[src/rtl/mdio_pkg.sv]
package mdio_pkg;
    localparam int PHY_AW      = 5;
    localparam int REG_AW      = 5;
    localparam int DATA_W      = 16;
    localparam int PRE_BITS    = 32;
    localparam int FRAME_BITS  = PRE_BITS + 4 + PHY_AW + REG_AW + 2 + DATA_W;
    localparam int IDX_W       = $clog2(FRAME_BITS);
    localparam int TA_POS      = PRE_BITS + 4 + PHY_AW + REG_AW;
    localparam int RDATA_POS   = TA_POS + 2;
    localparam int CMD_W       = 32;
    localparam int WR_GO_BIT   = 27;
    localparam int RD_GO_BIT   = 26;
    localparam int PHY_LSB     = 21;
    localparam int REG_LSB     = 16;

    typedef struct packed {
        logic                wr_go;
        logic                rd_go;
        logic [PHY_AW-1:0]   phy;
        logic [REG_AW-1:0]   regn;
        logic [DATA_W-1:0]   rdata;
    } cmd_word_t;
endpackage

[src/rtl/mdio_clk_div.sv]
module mdio_clk_div #(
    parameter int MDC_DIV = 8
) (
    input  logic clk,
    input  logic rst_n,
    output logic mdc,
    output logic rise_stb,
    output logic fall_stb
);
    localparam int HALF = MDC_DIV / 2;
    localparam int CW   = (HALF > 1) ? $clog2(HALF) : 1;

    typedef struct packed {
        logic [CW-1:0] cnt;
        logic          mdc;
    } div_t;

    div_t div_d, div_q;
    logic wrap;

    always_comb begin
        div_d = div_q;
        wrap  = (div_q.cnt == CW'(HALF - 1));
        if (wrap) begin
            div_d.cnt = '0;
            div_d.mdc = ~div_q.mdc;
        end else begin
            div_d.cnt = div_q.cnt + 1'b1;
        end
    end

    always_ff @(posedge clk) begin
        if (!rst_n) div_q <= '0;
        else        div_q <= div_d;
    end

    assign mdc      = div_q.mdc;
    assign rise_stb = wrap & ~div_q.mdc;
    assign fall_stb = wrap &  div_q.mdc;


    mdc_toggle_chk: assert property (@(posedge clk) disable iff (!rst_n)
        (div_q.mdc != $past(div_q.mdc)) |-> $past(wrap));
endmodule

[src/rtl/mdio_frame_engine.sv]
module mdio_frame_engine
    import mdio_pkg::*;
(
    input  logic              clk,
    input  logic              rst_n,
    input  logic              rise_stb,
    input  logic              fall_stb,
    input  logic              launch,
    input  logic              launch_rd,
    input  logic [PHY_AW-1:0] launch_phy,
    input  logic [REG_AW-1:0] launch_reg,
    input  logic [DATA_W-1:0] launch_wdata,
    input  logic              mdio_i,
    output logic              mdo,
    output logic              mdo_oe,
    output logic              done,
    output logic [DATA_W-1:0] rd_word
);
    typedef struct packed {
        logic                  busy;
        logic                  started;
        logic                  is_rd;
        logic [IDX_W-1:0]      idx;
        logic [FRAME_BITS-1:0] frame;
        logic [DATA_W-1:0]     shreg;
        logic                  mdo;
        logic                  oe;
    } eng_t;

    eng_t eng_d, eng_q;
    logic [IDX_W-1:0] nidx;

    always_comb begin
        eng_d = eng_q;
        done  = 1'b0;
        nidx  = eng_q.idx + 1'b1;
        if (!eng_q.busy) begin
            if (launch) begin
                eng_d.busy    = 1'b1;
                eng_d.started = 1'b0;
                eng_d.is_rd   = launch_rd;
                eng_d.idx     = '0;
                eng_d.frame   = {{PRE_BITS{1'b1}}, 2'b01,
                                 (launch_rd ? 2'b10 : 2'b01),
                                 launch_phy, launch_reg,
                                 (launch_rd ? 2'b11 : 2'b10),
                                 (launch_rd ? {DATA_W{1'b1}} : launch_wdata)};
            end
        end else begin
            if (rise_stb && eng_q.started && eng_q.is_rd &&
                (int'(eng_q.idx) >= RDATA_POS)) begin
                eng_d.shreg = {eng_q.shreg[DATA_W-2:0], mdio_i};
            end
            if (fall_stb) begin
                if (!eng_q.started) begin
                    eng_d.started = 1'b1;
                    eng_d.idx     = '0;
                    eng_d.mdo     = eng_q.frame[FRAME_BITS-1];
                    eng_d.frame   = eng_q.frame << 1;
                    eng_d.oe      = 1'b1;
                end else if (int'(eng_q.idx) == FRAME_BITS - 1) begin
                    eng_d.busy    = 1'b0;
                    eng_d.started = 1'b0;
                    eng_d.oe      = 1'b0;
                    eng_d.mdo     = 1'b1;
                    done          = 1'b1;
                end else begin
                    eng_d.idx   = nidx;
                    eng_d.mdo   = eng_q.frame[FRAME_BITS-1];
                    eng_d.frame = eng_q.frame << 1;
                    eng_d.oe    = !(eng_q.is_rd && (int'(nidx) >= TA_POS));
                end
            end
        end
    end

    always_ff @(posedge clk) begin
        if (!rst_n) begin
            eng_q     <= '0;
            eng_q.mdo <= 1'b1;
        end else begin
            eng_q <= eng_d;
        end
    end

    assign mdo     = eng_q.mdo;
    assign mdo_oe  = eng_q.oe;
    assign rd_word = eng_q.shreg;


    mdo_edge_chk: assert property (@(posedge clk) disable iff (!rst_n)
        (eng_q.mdo != $past(eng_q.mdo)) |-> $past(fall_stb));

    idle_release_chk: assert property (@(posedge clk) disable iff (!rst_n)
        !eng_q.busy |-> !eng_q.oe);

    read_turn_hiz_chk: assert property (@(posedge clk) disable iff (!rst_n)
        (eng_q.started && eng_q.is_rd && (int'(eng_q.idx) >= TA_POS)) |-> !eng_q.oe);
endmodule

[src/rtl/mdio_host_regs.sv]
module mdio_host_regs
    import mdio_pkg::*;
(
    input  logic              clk,
    input  logic              rst_n,
    input  logic              wr_en,
    input  logic              wr_sel,
    input  logic [CMD_W-1:0]  wr_data,
    input  logic              eng_done,
    input  logic [DATA_W-1:0] eng_word,
    output logic              launch,
    output logic              launch_rd,
    output logic [PHY_AW-1:0] launch_phy,
    output logic [REG_AW-1:0] launch_reg,
    output logic [DATA_W-1:0] launch_wdata,
    output logic [CMD_W-1:0]  cmd_word
);
    cmd_word_t         cmd_d, cmd_q;
    logic [DATA_W-1:0] wdat_d, wdat_q;
    logic              busy;
    logic              accept;

    always_comb begin
        cmd_d  = cmd_q;
        wdat_d = wdat_q;
        busy   = cmd_q.rd_go | cmd_q.wr_go;
        accept = wr_en && !wr_sel && !busy &&
                 (wr_data[RD_GO_BIT] || wr_data[WR_GO_BIT]);
        if (accept) begin
            cmd_d.rd_go = wr_data[RD_GO_BIT];
            cmd_d.wr_go = wr_data[WR_GO_BIT] & ~wr_data[RD_GO_BIT];
            cmd_d.phy   = wr_data[PHY_LSB +: PHY_AW];
            cmd_d.regn  = wr_data[REG_LSB +: REG_AW];
        end
        if (wr_en && wr_sel) begin
            wdat_d = wr_data[DATA_W-1:0];
        end
        if (eng_done) begin
            if (cmd_q.rd_go) cmd_d.rdata = eng_word;
            cmd_d.rd_go = 1'b0;
            cmd_d.wr_go = 1'b0;
        end
    end

    always_ff @(posedge clk) begin
        if (!rst_n) begin
            cmd_q  <= '0;
            wdat_q <= '0;
        end else begin
            cmd_q  <= cmd_d;
            wdat_q <= wdat_d;
        end
    end

    assign launch       = accept;
    assign launch_rd    = wr_data[RD_GO_BIT];
    assign launch_phy   = wr_data[PHY_LSB +: PHY_AW];
    assign launch_reg   = wr_data[REG_LSB +: REG_AW];
    assign launch_wdata = wdat_q;
    assign cmd_word     = {{(CMD_W - $bits(cmd_word_t)){1'b0}}, cmd_q};


    busy_ignore_chk: assert property (@(posedge clk) disable iff (!rst_n)
        (wr_en && !wr_sel && busy) |=> ($stable(cmd_q.phy) && $stable(cmd_q.regn)));

    go_clear_chk: assert property (@(posedge clk) disable iff (!rst_n)
        $fell(cmd_q.rd_go | cmd_q.wr_go) |-> $past(eng_done));

    one_go_chk: assert property (@(posedge clk) disable iff (!rst_n)
        !(cmd_q.rd_go && cmd_q.wr_go));
endmodule

[src/rtl/mdio_cmd_ctrl.sv]
module mdio_cmd_ctrl
    import mdio_pkg::*;
#(
    parameter int MDC_DIV = 8
) (
    input  logic             clk,
    input  logic             rst_n,
    input  logic             reg_wr_en,
    input  logic             reg_wr_sel,
    input  logic [CMD_W-1:0] reg_wr_data,
    output logic [CMD_W-1:0] cmd_rdata,
    output logic             mdc,
    output logic             mdio_o,
    output logic             mdio_oe,
    input  logic             mdio_i
);
    logic              rise_stb, fall_stb;
    logic              launch, launch_rd, eng_done;
    logic [PHY_AW-1:0] launch_phy;
    logic [REG_AW-1:0] launch_reg;
    logic [DATA_W-1:0] launch_wdata, eng_word;

    mdio_clk_div #(.MDC_DIV(MDC_DIV)) u_div (
        .clk      (clk),
        .rst_n    (rst_n),
        .mdc      (mdc),
        .rise_stb (rise_stb),
        .fall_stb (fall_stb)
    );

    mdio_host_regs u_regs (
        .clk          (clk),
        .rst_n        (rst_n),
        .wr_en        (reg_wr_en),
        .wr_sel       (reg_wr_sel),
        .wr_data      (reg_wr_data),
        .eng_done     (eng_done),
        .eng_word     (eng_word),
        .launch       (launch),
        .launch_rd    (launch_rd),
        .launch_phy   (launch_phy),
        .launch_reg   (launch_reg),
        .launch_wdata (launch_wdata),
        .cmd_word     (cmd_rdata)
    );

    mdio_frame_engine u_eng (
        .clk          (clk),
        .rst_n        (rst_n),
        .rise_stb     (rise_stb),
        .fall_stb     (fall_stb),
        .launch       (launch),
        .launch_rd    (launch_rd),
        .launch_phy   (launch_phy),
        .launch_reg   (launch_reg),
        .launch_wdata (launch_wdata),
        .mdio_i       (mdio_i),
        .mdo          (mdio_o),
        .mdo_oe       (mdio_oe),
        .done         (eng_done),
        .rd_word      (eng_word)
    );
endmodule

[config.mk]
export PLATFORM = sky130hd
export DESIGN_NAME = mdio_cmd_ctrl
export DESIGN_NICKNAME = d
export VERILOG_FILES = /design/src/rtl/mdio_pkg.sv /design/src/rtl/mdio_clk_div.sv /design/src/rtl/mdio_frame_engine.sv /design/src/rtl/mdio_host_regs.sv /design/src/rtl/mdio_cmd_ctrl.sv
export SDC_FILE = /design/constraint.sdc
export NUM_CORES = 1
export LEC_CHECK = 0
export CORE_MARGIN = 2
export CORE_UTILIZATION = 35
export DETAILED_ROUTE_END_ITERATION = 7
export MAX_ROUTING_LAYER = met4
export RECOVER_POWER = 25
export SYNTH_ARGS = -nofsm -noshare
export SYNTH_HDL_FRONTEND = slang
export SYNTH_HIERARCHICAL = 1
export SYNTH_SLANG_ARGS = --single-unit
[constraint.sdc]
create_clock -name clk -period 2.4 [get_ports clk]
set_input_delay 0.48 -clock clk [delete_from_list [all_inputs] [get_ports clk]]
set_output_delay 0.48 -clock clk [all_outputs]
set_load 0.05 [all_outputs]
* Word-level counts from Yosys, hierarchy flattened
Cells that the tools add are included.
** Storage, ports and cells
- Output and inout port bits :: 35
- Bits in latches :: 0
- ROM bits :: 0
- Bits in registers :: 138
- Logic and storage cells :: 72
- Memories :: 0
- Bits in writable memories :: 0
** Cells by class
- Add/subtract/negate cells :: 2
- Eq/ne operators :: 4
- Shift-type cells :: 0
- $mul :: 0
- $lt $le $gt $ge :: 2
- Div/mod/pow operators :: 0
- Mux-type cells :: 19
- Reduce and logical (&&, ||, !) cells :: 21
- Bitwise gates (word level) :: 8
** Operators by type and width (number)
- 70-bit two-way mux :: 4
- 73-bit two-way mux :: 1
- 16-bit two-way mux :: 1
- 6-bit greater-or-equal comparator, second input constant :: 2
- 2-bit two-way mux :: 6
- 2-bit AND reduction :: 5
- 1-bit logical AND :: 8
- 1-bit two-way mux :: 7
- 6-bit by 1-bit adder with 6-bit output, second input constant :: 1
- 6-bit by 1-bit == test with 1-bit output, second input constant :: 1
- 1-bit NOT :: 4
- 2-bit OR reduction :: 2
- 1-bit AND :: 3
- 1-bit logical NOT :: 3
- 3-bit inequality test, second input constant :: 1
- 3-bit AND reduction :: 1
- 2-bit by 1-bit adder with 2-bit output, second input constant :: 1
- 2-bit == test, second input constant :: 1
- 2-bit inequality test, second input constant :: 1
- 2-bit nonzero test :: 1
- 1-bit logical OR :: 1
- 1-bit bitwise OR :: 1

* Logic depth before layout (Yosys ltp)
Gate-level depths: netlist (run 1).
- Depth in word-level cells :: 6
- Mapped depth :: 9
- Depth with buffers taken out :: 7

* Modules after synthesis
Netlist (run 1), hierarchy kept.
** By module, submodules not included
- mdio_frame_engine :: cells an instance 389, area each 3733.6 µm², times used 1
- mdio_host_regs :: cells an instance 211, area each 1830.5 µm², times used 1
- mdio_clk_div :: cells an instance 10, area each 120.1 µm², times used 1

* Least setup slack after synthesis (run 1)
OpenSTA, ideal clock, no wires.
- Path type :: reg-to-reg
- Start point :: reg u_div.div_q (netlist bit u_div/mdc)
- End point :: reg u_regs.cmd_q (netlist bit u_regs/cmd_word[1])
- Data required time :: 2.277 ns
- Buffers on the path :: 1
- Cell stages (with the launch flop) :: 8
- Arrival :: 1.910 ns
- Clock period less this slack :: 2.033 ns
- Setup time :: 0.123 ns
- Setup slack :: 0.367 ns
- Path through :: dfxtp_1 -> and2_2 -> nand2_1 -> nor3_1 -> nand2_1 -> buf_2 -> nand2_1 -> a21boi_0
** On the way
- Word-level cells in the longest chain between the ends :: 4
** Ends and longest elaborated chain
- start, declared :: RTL line mdio_clk_div.sv:18 : div_t div_d, div_q;
- start signal, assigned :: RTL line mdio_clk_div.sv:34 : else div_q <= div_d;
- 1-bit AND :: RTL line mdio_clk_div.sv:39 : assign fall_stb = wrap & div_q.mdc;
- net fall_stb :: RTL line mdio_cmd_ctrl.sv:17 : logic rise_stb, fall_stb;
- 1-bit two-way mux :: RTL line mdio_frame_engine.sv:54 : if (fall_stb) begin
- 1-bit two-way mux :: RTL line mdio_frame_engine.sv:37 : if (!eng_q.busy) begin
- net eng_done :: RTL line mdio_cmd_ctrl.sv:18 : logic launch, launch_rd, eng_done;
- 2-bit AND reduction (no source line)
- end signal, assigned :: RTL line mdio_host_regs.sv:50 : cmd_q <= cmd_d;
- end, declared :: RTL line mdio_host_regs.sv:18 : cmd_word_t cmd_d, cmd_q;
The timed path passes the listed nets, and every way through them passes these cells.
A chain may end at the register's enable or synchronous reset.

* Worst setup path in the final report (run 1)
- Start point :: in reg_wr_data[26]
- End point :: reg u_eng/eng_q[89] in the netlist's numbering
** On the way
- Word-level cells in the longest chain between the ends :: 4
** Ends and longest elaborated chain
- start, declared :: RTL line mdio_cmd_ctrl.sv:10 : input logic [CMD_W-1:0] reg_wr_data,
- 1-bit logical OR :: RTL line mdio_host_regs.sv:28 : (wr_data[RD_GO_BIT] || wr_data[WR_GO_BIT]);
- 1-bit logical AND :: RTL line mdio_host_regs.sv:27 : accept = wr_en && !wr_sel && !busy &&
- net launch :: RTL line mdio_cmd_ctrl.sv:18
- 2-bit nonzero test (no source line)
- 2-bit AND reduction (no source line)
- end signal, assigned :: RTL line mdio_frame_engine.sv:82 : eng_q <= eng_d;
- end, declared :: RTL line mdio_frame_engine.sv:30 : eng_t eng_d, eng_q;
The timed path passes the listed nets, and every way through them passes these cells.

==> results of run 1 <==
-- metal layers --
| metal | vias up | global-route usage | wire (um) |
|---|---|---|---|
| li1 | 2180 | - | - |
| met1 | 2055 | 0.183 | 5730 |
| met2 | 108 | 0.221 | 5280 |
| met3 | 7 | 0.0440 | 568 |
| met4 | 0 | 0.0501 | 142 |
| met5 | - | - | 0 |
-- worst min-delay path by stage --
stage                         from        endpoint  cells past startpoint
global route                 rst_n       u_div/mdc                      2
finish                       rst_n       u_div/mdc                      2
global placement    u_div/div_q[1]  u_div/div_q[1]                      1
floorplan           u_div/div_q[1]  u_div/div_q[1]                      1
CTS                          rst_n       u_div/mdc                      2
detailed placement  u_div/div_q[1]  u_div/div_q[1]                      1
-- cell usage in the layout (no fill, tap or decap), types with 3 or more instances in the layout --
cell,Yosys,final
o221a_2,34,34
a22oi_1,11,11
a31oi_1,21,21
conb_1,1,4
dfxtp_1,138,138
nor2_1,24,24
and3_1,3,3
clkbuf_16,0,17
clkinv_2,0,5
o21ai_0,19,19
a21oi_1,23,22
a21boi_0,28,30
clkdlybuf4s50_1,0,61
inv_1,5,5
nor3_1,3,3
nand3_1,38,38
mux2i_1,27,27
a21boi_1,5,3
buf_4,35,15
bufinv_16,0,3
nand2_1,112,112
ha_1,3,3
-- metrics by stage --
stage | setup WS (ns) | instance area (um2)
finish | 0.264 | 6840
global route | 0.120 | 6840
CTS | 0.293 | 6850
detailed placement | 0.0970 | 6250
global placement | 0.157 | 6250
floorplan | 0.367 | 5700
-- cell usage after synthesis (all sizes together), types with 3 or more instances --
cell | instances | area (um2)
buf | 62 | 450
o21ai | 19 | 95.1
mux2i | 27 | 270
a21boi | 33 | 248
inv | 6 | 22.5
and2 | 4 | 26.3
a31oi | 21 | 131
dfxtp | 138 | 2760
nand2 | 113 | 432
nand3 | 38 | 190
clkbuf | 18 | 67.6
nor3 | 3 | 15.0
ha | 3 | 37.5
nor2 | 25 | 96.4
a21oi | 23 | 115
a22oi | 11 | 82.6
and3 | 4 | 26.3
o221a | 34 | 383
-- sequential cells by signal, summed over array words and instances (netlist names) --
name and flops:
u_regs/cmd_word 28, u_div/mdc 1, u_eng/mdo_oe 1, u_regs/launch_wdata 16
u_div/div_q 2, u_eng/mdo 1, u_eng/eng_q 73, u_eng/rd_word 16
-- final cells by class --
type / instances / area (um2)
clock buffer: 20 / 457
clock inverter: 12 / 148
fill: 1552 / 9040
inverter: 6 / 22.5
multi-input combinational: 389 / 2400
sequential: 138 / 2760
tap: 216 / 270
timing repair buffer: 82 / 787
-- kinds of logic after synthesis --
family | share of synthesized area
AND/OR/NAND/NOR | 0.158
AO/OA/AOI/OAI | 0.206
flip-flops | 0.486
buffers and inverters | 0.0951
multiplexers | 0.0475
adder cells (fa/ha/maj) | 0.00660
other | 0.000660
-- power by group through the flow --
stage,combinational (W),sequential (W),clock (W)
CTS,0.000380,0.00243,0.00270
finish,0.000376,0.00243,0.00263
detailed placement,0.000378,0.00248,0
global route,0.000412,0.00244,0.00279
global placement,0.000368,0.00248,0
floorplan,0.000238,0.00251,0
==> key figures, run 1 <==
Power
  – Logic pwr share: 0.069
  – Clock power share: 0.484
  – Leakage: 2.37 nW
  – Internal: around 0.0042 W
  – Total Power: between 0.005 and 0.006 W
  – Seq pwr share: 0.447
  – IR drop worst, VDD: 451 uV
  – PD cells: 795 mW/mm2
  – Sw Pwr: 0.00121 W
  – Sw Share: 0.221

Setup path
  – CP Capture Point: u_eng/eng_q[89]
  – Worst Path Arrival: 2.40 ns
  – Crit-path max FO: 13
  – Biggest cell delay along the critical path: 0.68 ns
  – Levels on crit path: 7
  – Crit end category: flop
  – R2R Setup Slk: a little under 0.4 ns
  – CP delay by family, top: buffers and inverters
  – CP max-delay cell: clkbuf_1
  – Setup CP Type: primary input to flop
  – Worst Setup SP: reg_wr_data[26]
  – R2r startpoint: u_eng/eng_q[82]
  – Crit path buffers/inverters: 2
  – Worst-path cell chain: clkdlybuf4s50_1 -> nor2_1 -> and4bb_4 -> clkbuf_1 -> mux2i_1 -> nand2_1 -> a21oi_1
  – CP required: around 2.7 ns
  – Setup crit start kind: primary input
  – Reg2reg path depth: 8
  – Worst R2R End: u_regs/cmd_word[8]

STA
  – Worst Max-Slew Pin Slew: between 0.8 and 0.9 ns
  – Slew HR: 0.403
  – Setup Viol. Count Final: 0
  – Post-route minimum period: 2.14 ns
  – Min Hold Slack: approximately 0.36 ns
  – Skew final: between 0.006 and 0.007 ns
  – TNS Setup: 0 ns
  – Final period utilization: 0.890
  – Fmax: about 470 MHz
  – RSZ-0062 raised after global routing: false
  – Final hold violations: 0
  – Max Slew Vio Count: 0

Placement
  – Port Buf Inserts: 63
  – Placed cells: 831
  – Detailed Place HPWL: 7.48 mm
  – GPL Wtd Cong: roughly 0.8

Die
  – Die area: 0.0173 mm2
  – Row count: 46
  – Die width: ~130 um
  – Initial Util: 0.358
  – I/O pins: just over 70
  – Core ar.: roughly 0.016 mm2
  – Die H: approximately 130 um

Layout
  – Non-Filler Instances: approximately 860
  – Ant diodes: 0
  – Area delta synth->final: 20.4%
  – Share of layout cells above drive strength 1: 0.148
  – Nets: around 670
  – Fin util: 0.431

Hold path
  – Worst hold path type: primary input to flop

Clock network
  – Clock slew at reported path FFs: approximately 0.06 ns
  – CTS Buf Count: 17
  – CTS root buf: clkbuf_16
  – CTS Hold Bufs: 0
  – Clk sink count: between 100 and 150
  – H-tree depth reported by CTS: 4
  – Max clock buf depth: 2
  – Postcts setup bufs: 0
  – Clk_lat worst skew: 0.41 ns
  – Post-cts sizing count: 0
  – CTS tree: built

Synth
  – Syn Inst Count: 610
  – Yosys warnings: 6
  – Syn Area/Cell: a little over 9 um2
  – Synth Register Bits: 138
  – EDFF count, synth: 0
  – Post-synth design cell area: 0.00568 mm2
  – Register area share after synthesis: 0.486
  – Netlist cell types: 50
  – Ys flop type: dfxtp_1
  – Fraction of registers with async set/reset: 0

Global routing
  – Initial antenna violation count: 0
  – Vias in the first global route: 4298
  – First-pass GRT wire length: about 20 mm
  – Total gr overflow: 0
  – Total track usage: 0.145
  – Largest net degree at the start of global routing: 95

Routing
  – Post-route ant nets: 0
  – Via count: 4350
  – Initial DRC Count: between 300 and 400
  – Via density per instance: 5.04
  – Final wirelength: 11.7 mm
  – First-pass detailed-route iteration total: 4
  – DRC Markers: 0
  – DR WL/cell: around 14 um

Status
  – Status: completed

Run
  – Total of max-cap violations: 0
Power figures use the tool's default switching activity.
==> inputs of run 2 (changes only) <==
- HOLD_SLACK_MARGIN: not set -> 0.1
- clock period: 2.4 -> 1.83 ns (I/O delays scaled with it)
==> key figures, run 2 (synthesis results as in run 1) <==
Layout
  – Share of layout cells above drive strength 1: 0.239
  – Design area: 0.00704 mm2
  – Most common cell after layout, fill and taps aside: dfxtp_1
  – Fin util: 0.443
  – Ant diodes: 0
  – Most frequent cells in the layout: 134 x dfxtp_1, 111 x nand2_1, 64 x buf_4
  – Area delta synth->final: 23.9%
  – # fillers: 1555
  – Nets: 696
  – Number of flip-flops in the largest register: 73
  – Reg with most FFs: u_eng/eng_q

Routing
  – Final wirelength: between 10 and 15 mm
  – Initial DRC Count: between 200 and 300
  – Via count: ~4500
  – Post-route ant nets: 0
  – DR WL/cell: about 14 um
  – Via density per instance: 5.06
  – First-pass detailed-route iteration total: 4
  – DRC Markers: 0

STA
  – Final period utilization: 0.975
  – Fmax: roughly 560 MHz
  – Post-route minimum period: approximately 1.8 ns
  – Final hold violations: 0
  – Worst setup margin: 0.0449 ns
  – Max Slew Vio Count: 0
  – Setup Viol. Count Final: 0
  – TNS Setup: 0 ns
  – Skew final: roughly 0.015 ns

Setup path
  – Worst Path Arrival: around 2.1 ns
  – CP required: 2.13 ns
  – Crit-path max FO: 3
  – Crit end category: flop
  – Setup CP Type: flop to flop
  – Setup crit start kind: flop

Die
  – Row count: between 40 and 50
  – Die area: between 0.015 and 0.02 mm2
  – Core ar.: roughly 0.016 mm2
  – Die H: roughly 130 um
  – I/O pins: slightly above 70
  – Initial Util: 0.358
  – Die width: 131 um

Clock network
  – Clock slew at reported path FFs: ~0.05 ns
  – Max clock buf depth: 2
  – CTS tree: built
  – H-tree depth reported by CTS: 4
  – Clk sink count: between 100 and 150
  – CTS Hold Bufs: 0
  – CTS Buf Count: 17
  – CTS root buf: clkbuf_16
  – Clk_lat worst skew: 0.42 ns

Global routing
  – Total track usage: 0.153
  – Largest net degree at the start of global routing: 51
  – First-pass GRT wire length: approximately 21 mm
  – Initial antenna violation count: 0
  – Vias in the first global route: 4412
  – Total gr overflow: 0

Run
  – Total of max-cap violations: 0

Placement
  – GPL Wtd Cong: between 0.8 and 0.9
  – Port Buf Inserts: between 60 and 70
  – Dpl cell area: 0.00638 mm2
  – Detailed Place HPWL: ~8.4 mm
  – Setup Slack @ Placement: -0.289 ns

Status
  – Status: completed

Hold path
  – Worst hold path type: primary input to flop

Power
  – PD cells: between 1000 and 1500 mW/mm2
  – IR drop worst, VDD: 482 uV
  – Leakage: around 2.6 nW
==> run 2: changes by cell type in the layout (fill, tap and decap cells not counted), sizes merged <==
cell           previous run  this run
clkbuf                   22        20
dlygate4sd3               1         0
inv                       6         7
buf                      18        73
clkdlybuf4s50            61        31
clkinvlp                  2         1
==> run 2: critical path, cell delays in order (launching register included) <==
cell and delay, ns:
dfxtp_2 0.33, ha_2 0.18, and2_4 0.16, nand2_2 0.08, nor3_2 0.22, buf_4 0.18, buf_12 0.10, and4bb_2 0.22
a32o_1 0.21
==> run 2: layout make-up <==
class                      count  area (um2)  share of cell area
sequential                   138        2770               0.393
tap                          216         270              0.0384
clock inverter                12         145              0.0206
clock buffer                  20         467              0.0663
multi-input combinational    389        2410               0.343
inverter                       6        22.5             0.00320
timing repair buffer         104         956               0.136
==> run 2: where the power goes <==
group / switching [W] / total, W / internal, W
clock network: 0.00126 / 0.00350 / 0.00224
registers: 0.0000697 / 0.00320 / 0.00313
logic: 0.000273 / 0.000521 / 0.000248
total: 0.00161 / 0.00723 / 0.00562
==> run 2: repair_timing <==
action | in CTS | in global routing
buffers inserted | 1 | 2
gates resized for setup | 2 | 9
pin swaps | 0 | 1
endpoints found under the setup margin | 14 | 28
==> run 2: through the flow <==
step | cells | hold slack [ns] | power (W)
final | 885 | 0.400 | 0.00723
after global routing | 885 | 0.403 | 0.00748
after CTS | 883 | 0.382 | 0.00730
after detailed placement | 850 | 0.429 | 0.00378
after global placement | 850 | 0.411 | 0.00376
after floorplan | 613 | 0.403 | 0.00360
==> run 2: path summary, 6_finish.rpt <==
path | start | end | slack (ns) | cells past startpoint
max | u_div/div_q[1] | u_regs/cmd_word[27] | 0.04 | 8
min | rst_n | u_div/mdc | 0.40 | 2
max reg2reg | u_div/div_q[1] | u_regs/cmd_word[27] | 0.04 | 8
min reg2reg | u_div/div_q[1] | u_div/div_q[1] | 0.41 | 1
==> run 2: routing by layer <==
layer | share of wire | global-route usage
met1 | 0.48 | 0.191
met2 | 0.47 | 0.240
met3 | 0.036 | 0.0355
met4 | 0.016 | 0.0604
met5 | 0 | -
==> inputs of run 3 (changes only) <==
- CTS_BUF_LIST: not set -> sky130_fd_sc_hd__clkbuf_16
- HOLD_SLACK_MARGIN: 0.1 -> 0.05
==> key figures, run 3 (synthesis results as in run 1) <==
Status
  – Status: completed

Placement
  – Port Buf Inserts: between 60 and 70
  – Detailed Place HPWL: 8.37 mm
  – Dpl cell area: 0.00638 mm2
  – GPL Wtd Cong: 0.827

Layout
  – Reg with most FFs: u_eng/eng_q
  – Most common cell after layout, fill and taps aside: dfxtp_1
  – Fin util: 0.441
  – Number of flip-flops in the largest register: 73
  – Share of layout cells above drive strength 1: 0.235
  – # fillers: roughly 1600
  – Most frequent cells in the layout: 134 x dfxtp_1, 111 x nand2_1, 64 x buf_4
  – Area delta synth->final: 23.4%
  – Design area: around 0.007 mm2
  – Nets: around 700
  – Ant diodes: 0

Routing
  – DR WL/cell: roughly 14 um
  – DRC Markers: 0
  – First-pass detailed-route iteration total: 4
  – Final wirelength: ~12 mm
  – Via count: 4427
  – Via density per instance: 5.00
  – Initial DRC Count: 348
  – Post-route ant nets: 0

Die
  – Core ar.: 0.0159 mm2
  – I/O pins: 72
  – Initial Util: 0.358
  – Die H: 131 um
  – Die width: between 100 and 150 um
  – Die area: roughly 0.017 mm2
  – Row count: 46

Clock network
  – CTS root buf: clkbuf_16
  – CTS tree: built
  – CTS Hold Bufs: 0
  – H-tree depth reported by CTS: 4
  – Clock slew at reported path FFs: around 0.05 ns
  – Clk sink count: 138
  – CTS Buf Count: 17
  – Clk_lat worst skew: between 0.4 and 0.5 ns
  – Max clock buf depth: 2

Setup path
  – CP required: 2.13 ns
  – Worst Path Arrival: slightly above 2 ns
  – Setup CP Type: flop to flop
  – Reg2reg path depth: 8
  – Setup crit start kind: flop
  – Worst Setup SP: u_div/div_q[1]
  – R2R Setup Slk: ~0.057 ns
  – R2r startpoint: u_div/div_q[1]
  – Crit-path max FO: 3
  – Worst R2R End: u_regs/cmd_word[27]
  – Crit end category: flop
  – CP Capture Point: u_regs/cmd_word[27]

STA
  – Fmax: about 560 MHz
  – Post-route minimum period: 1.77 ns
  – Max Slew Vio Count: 0
  – Final hold violations: 0
  – Setup Viol. Count Final: 0
  – Skew final: approximately 0.013 ns
  – Final period utilization: 0.969

Hold path
  – Worst hold path type: primary input to flop

Global routing
  – Vias in the first global route: about 4400
  – Largest net degree at the start of global routing: around 50
  – Total track usage: 0.153
  – First-pass GRT wire length: roughly 21 mm
  – Total gr overflow: 0
  – Initial antenna violation count: 0

Run
  – Total of max-cap violations: 0

Power
  – PD cells: a little over 1000 mW/mm2
  – Leakage: 2.56 nW
  – IR drop worst, VDD: a little under 500 uV
-- run 3: power breakdown --
group	switching (W)	internal, W
combinational	0.000273	0.000248
clock	0.00126	0.00212
sequential	0.0000697	0.00313
total	0.00160	0.00549
-- run 3: per-layer routing --
| metal | GRT usage | part of all wire |
|---|---|---|
| met3 | 0.0355 | 0.031 |
| met4 | 0.0604 | 0.013 |
| met2 | 0.239 | 0.47 |
| met5 | - | 0 |
| met1 | 0.193 | 0.49 |
-- run 3: how the worst min path moves through the flow --
stage	slack, ns	depth (start not counted)	to	startpoint
3_3_place_gp	0.41	1	u_div/div_q[1]	u_div/div_q[1]
5_1_grt	0.40	2	u_div/mdc	rst_n
2_1_floorplan	0.40	1	u_div/div_q[1]	u_div/div_q[1]
6_report	0.40	2	u_div/mdc	rst_n
3_5_place_dp	0.43	1	u_div/div_q[1]	u_div/div_q[1]
4_1_cts	0.38	2	u_div/mdc	rst_n
-- run 3: worst max-delay path, cell delays in order (launching register included) --
cell and delay (ns):
dfxtp_2 0.33, ha_2 0.18, and2_4 0.16, nand2_2 0.08
nor3_2 0.21, buf_4 0.18, buf_12 0.10, and4bb_2 0.22
a32o_1 0.21
-- run 3: repair_timing --
item | CTS | global route
resized for setup | 2 | 9
setup endpoints to repair | 14 | 28
pin swaps | 0 | 1
buffers inserted | 1 | 2
-- run 3: through the flow --
stage | TNS, ns | setup slack [ns] | hold slack (ns) | cells | power [W]
floorplan | 0 | 0.00228 | 0.403 | 613 | 0.00360
global placement | -11.62 | -0.214 | 0.411 | 850 | 0.00376
detailed placement | -13.20 | -0.289 | 0.429 | 850 | 0.00378
CTS | 0 | 0.0377 | 0.382 | 883 | 0.00716
global route | -0.00419 | -0.00419 | 0.403 | 885 | 0.00735
finish | 0 | 0.0573 | 0.398 | 885 | 0.00710
-- run 3: final cells by class --
class | count | area (um2) | share of cell area
timing repair buffer | 104 | 956 | 0.136
sequential | 138 | 2770 | 0.395
clock inverter | 15 | 156 | 0.0223
tap | 216 | 270 | 0.0385
clock buffer | 17 | 425 | 0.0607
multi-input combinational | 389 | 2410 | 0.344
inverter | 6 | 22.5 | 0.00321
